`config.mk`:
```
export PLATFORM = sky130hd
export DESIGN_NAME = frac_dither_mod
export DESIGN_NICKNAME = d
export VERILOG_FILES = /design/src/rtl/dsm_types_pkg.sv /design/src/rtl/dsm_residue_stage.sv /design/src/rtl/dsm_code_merge.sv /design/src/rtl/frac_dither_mod.sv
export SDC_FILE = /design/constraint.sdc
export NUM_CORES = 1
export LEC_CHECK = 0
export ABC_AREA = 0
export BUFFER_PORTS_ARGS = -buffer_cell sky130_fd_sc_hd__buf_4
export CAP_MARGIN = 10
export CORE_ASPECT_RATIO = 0.6
export CORE_MARGIN = 5
export CORE_UTILIZATION = 56
export DETAILED_ROUTE_END_ITERATION = 12
export PLACE_DENSITY = 0.88
export REMOVE_ABC_BUFFERS = 1
export SLEW_MARGIN = 20
export SYNTH_ARGS = -nofsm -noshare
export SYNTH_HDL_FRONTEND = slang
export SYNTH_SLANG_ARGS = --single-unit
export TNS_END_PERCENT = 10
```
`constraint.sdc`:
```
create_clock -name clk -period 14.1 [get_ports clk]
set_input_delay 0.705 -clock clk [delete_from_list [all_inputs] [get_ports clk]]
set_output_delay 0.705 -clock clk [all_outputs]
set_load 0.01 [all_outputs]
```
`src/rtl/dsm_types_pkg.sv`:
```
package dsm_types_pkg;

    // Default word geometry of the oscillator control path
    localparam int DEF_INT_W  = 10;
    localparam int DEF_FRAC_W = 15;

    // Highest supported shaping order, one accumulator per order
    localparam int MAX_ORDER  = 2;

    typedef enum logic {
        ORD_FIRST  = 1'b0,
        ORD_SECOND = 1'b1
    } order_e;

endpackage

```
`src/rtl/dsm_residue_stage.sv`:
```
// One error-feedback accumulation: residue plus addend, with carry out.
module dsm_residue_stage #(
    parameter int W = 15
) (
    input  logic [W-1:0] acc_in,
    input  logic [W-1:0] addend,
    output logic [W-1:0] residue,
    output logic         carry
);

    logic [W:0] total;

    always_comb begin
        total   = {1'b0, acc_in} + {1'b0, addend};
        residue = total[W-1:0];
        carry   = total[W];
    end

endmodule

```
`src/rtl/dsm_code_merge.sv`:
```
// Combines the integer part with the stage carries and clamps the result.
module dsm_code_merge #(
    parameter int INT_W = 10
) (
    input  logic [INT_W-1:0] int_part,
    input  logic             carry_a,
    input  logic             carry_b,
    input  logic             carry_b_prev,
    input  logic             use_second,
    output logic [INT_W-1:0] code
);

    localparam int SW = INT_W + 2;
    localparam logic signed [SW-1:0] CODE_MAX = SW'((1 << INT_W) - 1);

    logic signed [SW-1:0] base;
    logic signed [SW-1:0] adj;
    logic signed [SW-1:0] total;

    always_comb begin
        base = $signed({2'b00, int_part});
        adj  = $signed({{(SW-1){1'b0}}, carry_a});
        if (use_second) begin
            adj = adj + $signed({{(SW-1){1'b0}}, carry_b})
                      - $signed({{(SW-1){1'b0}}, carry_b_prev});
        end
        total = base + adj;
        if (total < 0) begin
            code = '0;
        end else if (total > CODE_MAX) begin
            code = CODE_MAX[INT_W-1:0];
        end else begin
            code = total[INT_W-1:0];
        end
    end

endmodule

```
`src/rtl/frac_dither_mod.sv`:
```
module frac_dither_mod
    import dsm_types_pkg::*;
#(
    parameter int INT_W  = DEF_INT_W,
    parameter int FRAC_W = DEF_FRAC_W
) (
    input  logic                    clk,
    input  logic                    rst_n,
    input  logic [INT_W+FRAC_W-1:0] ctrl_word,
    input  logic                    order_sel,
    output logic [INT_W-1:0]        code_out
);

    localparam int STAGES = MAX_ORDER;
    localparam int WORD_W = INT_W + FRAC_W;

    typedef struct packed {
        logic [STAGES-1:0][FRAC_W-1:0] acc;
        logic                          carry_b_prev;
        order_e                        order;
        logic [INT_W-1:0]              code;
    } state_t;

    state_t st_d;
    state_t st_q;

    logic [INT_W-1:0]  int_part;
    logic [FRAC_W-1:0] frac_part;
    order_e            req_order;
    logic              order_change;

    logic [FRAC_W-1:0] stg_in    [STAGES];
    logic [FRAC_W-1:0] stg_res   [STAGES];
    logic              stg_carry [STAGES];

    logic [INT_W-1:0]  merged_code;
    logic [FRAC_W-1:0] res1_q;
    logic [FRAC_W-1:0] res2_q;
    logic              order_q;

    assign int_part  = ctrl_word[WORD_W-1:FRAC_W];
    assign frac_part = ctrl_word[FRAC_W-1:0];
    assign req_order = order_e'(order_sel);

    // Cascade of error accumulators: stage 0 takes the fraction,
    // every later stage takes the new residue of the stage before it.
    generate
        for (genvar i = 0; i < STAGES; i++) begin : g_stage
            if (i == 0) begin : g_head
                assign stg_in[i] = frac_part;
            end else begin : g_tail
                assign stg_in[i] = stg_res[i-1];
            end
            dsm_residue_stage #(
                .W(FRAC_W)
            ) u_stage (
                .acc_in (st_q.acc[i]),
                .addend (stg_in[i]),
                .residue(stg_res[i]),
                .carry  (stg_carry[i])
            );
        end
    endgenerate

    dsm_code_merge #(
        .INT_W(INT_W)
    ) u_merge (
        .int_part    (int_part),
        .carry_a     (stg_carry[0]),
        .carry_b     (stg_carry[1]),
        .carry_b_prev(st_q.carry_b_prev),
        .use_second  (st_q.order == ORD_SECOND),
        .code        (merged_code)
    );

    always_comb begin
        st_d         = st_q;
        order_change = (req_order != st_q.order);
        if (order_change) begin
            st_d.acc          = '0;
            st_d.carry_b_prev = 1'b0;
            st_d.order        = req_order;
            st_d.code         = int_part;
        end else begin
            st_d.acc[0] = stg_res[0];
            if (st_q.order == ORD_SECOND) begin
                st_d.acc[1]       = stg_res[1];
                st_d.carry_b_prev = stg_carry[1];
            end else begin
                st_d.acc[1]       = '0;
                st_d.carry_b_prev = 1'b0;
            end
            st_d.code = merged_code;
        end
    end

    always_ff @(posedge clk or negedge rst_n) begin
        if (!rst_n) begin
            st_q <= '{acc: '0, carry_b_prev: 1'b0, order: ORD_FIRST, code: '0};
        end else begin
            st_q <= st_d;
        end
    end

    assign code_out = st_q.code;
    assign res1_q   = st_q.acc[0];
    assign res2_q   = st_q.acc[1];
    assign order_q  = st_q.order;

endmodule

```
* Yosys cells after proc, flatten, opt, wreduce, memory -nomap -nowiden
Index checks and enable logic that the tools add are counted.
** Storage, ports and cells
- Register bits :: 42
- Output and inout bits :: 10
** Cells by class
- $lt $le $gt $ge :: 2
- Add/subtract/negate cells :: 5
- Eq/ne operators :: 1
- Multiplexer cells :: 7
** Operators with widths (count)
- adder 15 x 15 -> 16 bit :: 2
- 2-to-1 mux 31 bit :: 1
- 2-to-1 mux 10 bit :: 3
- 2-to-1 mux 15 bit :: 1
- adder 11 x 12 -> 12 bit :: 1
- > comparator 12 x 11 -> 1 bit (second input constant) :: 1
- less-than comparator 12 x 1 -> 1 bit (second input constant) :: 1
- 2-to-1 mux 12 bit :: 1
- subtractor 12 x 2 -> 12 bit :: 1
- adder 1 x 1 -> 2 bit :: 1
- 2-to-1 mux 1 bit :: 1
- != test 1 bit :: 1

* Depth between registers and ports, before layout
- Word-level depth :: 10
- Gate-level depth with buffers :: 28

* Modules after synthesis
From an unflattened synthesis, not the netlist that was laid out.
** Second synthesis, totals
- Cell total of the unflattened synthesis :: 376
- Area total of the unflattened synthesis :: 3638.5 um2
** By module, submodules not included
- frac_dither_mod :: instances 1, sequential area each 1051.0 um2, cells each 100, area an instance 1512.7 um2
- dsm_residue_stage :: instances 2, sequential area each 0.0 um2, cells each 96, area an instance 748.2 um2
- dsm_code_merge :: instances 1, sequential area each 0.0 um2, cells each 84, area an instance 629.4 um2

* Worst setup path after synthesis
OpenSTA, ideal clock, no wires.
- Path kind :: input -> register
- Start point :: in ctrl_word[0]
- End point :: reg st_q (netlist bit code_out[7])
- Arrival time :: 6193 ps
- Stages on the path :: 28
- Required time :: 13961 ps
- Setup slack :: 7767 ps
- Cells stage by stage :: ha_1 -> fa_1 -> a21o_1 -> a21oi_1 -> o21bai_1 -> a2111oi_0 -> nor3_1 -> xnor2_1 -> inv_1 -> ha_1 -> nand2_1 -> o31ai_1 -> a41oi_1 -> o21ai_1 -> ha_1 -> inv_1 -> ha_1 -> nand2b_1 -> o31ai_1 -> ha_1 -> fa_1 -> a21oi_1 -> o21ai_0 -> a21oi_1 -> a21oi_1 -> a31oi_1 -> mux2i_4 -> nand3_1
** RTL lines
- from (decl) :: RTL line frac_dither_mod.sv:9 : input logic [INT_W+FRAC_W-1:0] ctrl_word,
- to (signal assigned) :: RTL line frac_dither_mod.sv:99 : st_q <= '{acc: '0, carry_b_prev: 1'b0, order: ORD_FIRST, code: '0};
- to (signal assigned) :: RTL line frac_dither_mod.sv:101 : st_q <= st_d;
- to (decl) :: RTL line frac_dither_mod.sv:25 : state_t st_q;

==> flow_summary_export.csv <==
group,metric,value,unit
critical_path,crit_fanout,10,
global_route,grt_pass1_wl,11900,um
floorplan,dieArea,7230,sq um
critical_path,cp_common_cell,"ha_1",
clocking,ctsResizeCount,0,
routing,wl,7110,um
timing,slew_headroom,0.609,
clocking,cts_buffer_depth,2,
critical_path,slowest_stage,"mux2i_2",
timing,period_minus_slack,7.15,ns
logic_synthesis,ys_seq_area_frac,0.336,
power,clock_power_share,0.106,
power,intPower,0.399,mW
clocking,clock-root-buffer,"clkbuf_8",
logic_synthesis,ys_types,39,
timing,finClkSkew,0.00515,ns
routing,wl_met3,461,um
job,maxCapViolCount,0,
global_route,grt_pass1_vias,2504,
routing,wire_per_inst,16.2,um
routing,routed_via_density,5.90,
logic_synthesis,avgSynthCellArea,9.45,sq um
routing,via_count,2596,
timing,final_hold_viol_count,0,
clocking,cts_hold_buffers,0,
power,swShare,0.448,
cells_and_area,nNetsFinal,447,
floorplan,start_util,0.570,
power,ir_worst_vdd,0.0000938,V
floorplan,die_w,107,um
critical_path,crit_arrival,7.39,ns
place,place_ws,6.81,ns
timing,timing.setup.tns,0,ns
timing,setup_viol,0,
global_route,globalRouteTotalUtil,0.208,
floorplan,io_pins,38,
global_route,grt_max_degree,43,
floorplan,core_area,5490,sq um
cells_and_area,multi_input_area,1990,sq um
clocking,post_cts_buffers,0,
cells_and_area,final_util,0.649,
floorplan,placementRows,21,
routing,wl_met1,3560,um
power,comb_power_share,0.658,
routing,drt_iter0_markers,210,
cells_and_area,diodes,0,
critical_path,crit_path_end_kind,"flip-flop",
floorplan,die_h,67.9,um
timing,max_freq,140,MHz
logic_synthesis,yosys_warnings,0,
routing,wl_met2,3050,um
timing,rsz0062_at_grt,"false",
timing,fin_crit_sh,0.507,
logic_synthesis,synth_area_leader_cell,"dfrtp_1",
status,outcome,"complete, no violations",
global_route,grt_overflow,0,
critical_path,cp_data_required_time,14.34,ns
cells_and_area,ff_latch_area,1050,sq um
place,post-dp-hpwl,5350,um
clocking,htree_levels,2,
timing,tightest_slew,0.575,ns
power,pwr-share-seq,0.236,
power,power_density,203,nW/um^2
logic_synthesis,synth_top_area_share,0.336,
routing,top_layer,"met4",
place,portBuffers,37,
cells_and_area,layout_commonest_cell,"ha_1",
logic_synthesis,synth_seq_cells,42,
cells_and_area,final_layout_size_suffix_gt1_frac,0.135,
clocking,clk_pin_slew,0.08,ns
critical_path,slowest_delay,0.57,ns
clocking,clk_latency,0.30,ns
power,power_switching,0.323,mW
power,finalPower,0.722,mW
clocking,cts_tree,"yes",
logic_synthesis,synth_cells,331,
routing,postRouteAntennaNets,0,
clocking,numClockSinks,42,
routing,drc,0,
logic_synthesis,ys_top_cells_by_area,"dfrtp_1 34%, ha_1 18%, xor2_1 4.8%, a21o_1 4.1%, a21oi_1 3.8%",
timing,setup_ws,6.95,ns
routing,dr.pass1.iters,4,
place,gp_congestion,0.895,
logic_synthesis,syn-cell-area,3130,sq um
hold_path,hold_class,"in2async",
cells_and_area,final_cell_mix,"45 x ha_1, 42 x dfrtp_1, 38 x buf_4",
cells_and_area,areaGrowthSynthToFinish,14.0,%
cells_and_area,fillers,418,
global_route,antenna_found_initial,0,
power,p_leak,1.88,nW
clocking,cts_buffers,5,
critical_path,start_kind,"input pin",
timing,slew_viol_final,0,
critical_path,critPathKind,"in2reg",
-- stage by stage --
step,cells,cell area (sq um),hold slack (ns)
floorplan,326,3110,0.409
global placement,433,3490,0.616
detailed placement,433,3490,0.630
CTS,440,3570,0.418
global route,440,3570,0.439
finish,440,3570,0.384
-- critical path, delay by kind of cell --
family,cells,cell delay [ns]
and+or+nand+nor,5,0.62
buffers and inverters,4,0.52
adders and majority gates,7,1.92
xor gates and xnor gates,1,0.21
AOI/OAI and AO/OA,11,2.82
muxes,1,0.57
-- final timing paths --
| path | from | to | slack [ns] | cells past startpoint |
|---|---|---|---|---|
| max | ctrl_word[0] | code_out[2]$_DFF_PN0_ | 6.95 | 29 |
| min | rst_n | res2_q[3]$_DFF_PN0_ | 0.38 | 1 |
| max reg2reg | res1_q[0]$_DFF_PN0_ | code_out[2]$_DFF_PN0_ | 7.10 | 28 |
| min reg2reg | res2_q[0]$_DFF_PN0_ | res2_q[0]$_DFF_PN0_ | 0.65 | 2 |
| max in group asynchronous | rst_n | res1_q[8]$_DFF_PN0_ | 13.32 | 1 |
| min in group clk | order_sel | order_q$_DFFE_PN0N_ | 0.58 | 1 |
-- state kept, by name, summed over array words and instances (netlist names) --
name and count:
res1_q 15, res2_q 15, code_out 10, order_q 1, st_q 1
-- final cells by class --
type / count / area share
clock buffers: 7 / 0.0214
inverters: 20 / 0.0211
multi-input cells: 264 / 0.559
flip-flops and latches: 42 / 0.295
well taps: 69 / 0.0242
repair buffers: 38 / 0.0800
-- synthesized netlist by cell type (all sizes together) --
library cell   n
ha            45
dfrtp         42
nor2          31
a21oi         24
nand2         21
inv           20
a21o          17
xor2          17
o21ai         15
xnor2         13
nor2b         12
a22oi          9
nor3           7
o21a           7
nand3          6
a31oi          5
clkbuf         5
nand2b         5
a211oi         3
and3           3
fa             3
o21bai         3
o31a           3
o31ai          3
mux2i          2
or3            2
a2111o         1
a2111oi        1
a21boi         1
a221o          1
a221oi         1
a41oi          1
and2           1
o221a          1
-- power by group through the flow --
stage / Combinational, mW / Clock [mW] / Sequential, mW
after detailed placement: 0.460 / 0 / 0.173
after CTS: 0.466 / 0.0773 / 0.171
final: 0.475 / 0.0768 / 0.170
after floorplan: 0.351 / 0 / 0.174
after global routing: 0.526 / 0.0826 / 0.174
after global placement: 0.446 / 0 / 0.171
-- per-layer routing --
metal	vias up	track usage
li1	1248	-
met1	1244	0.310
met2	98	0.315
met3	6	0.0386
met4	0	0.0478
met5	-	0
-- kinds of logic (layout without fill, tap and decap cells) --
family / after synthesis / after routing / synth area share
simple gates: 88 / 88 / 0.131
xor+xnor: 30 / 30 / 0.0840
buf+inv: 25 / 65 / 0.0300
flops: 42 / 42 / 0.336
compound gates: 96 / 96 / 0.209
mux: 2 / 2 / 0.0116
fa+ha+maj: 48 / 48 / 0.199
Note: power is estimated with default switching activity, not from simulation.
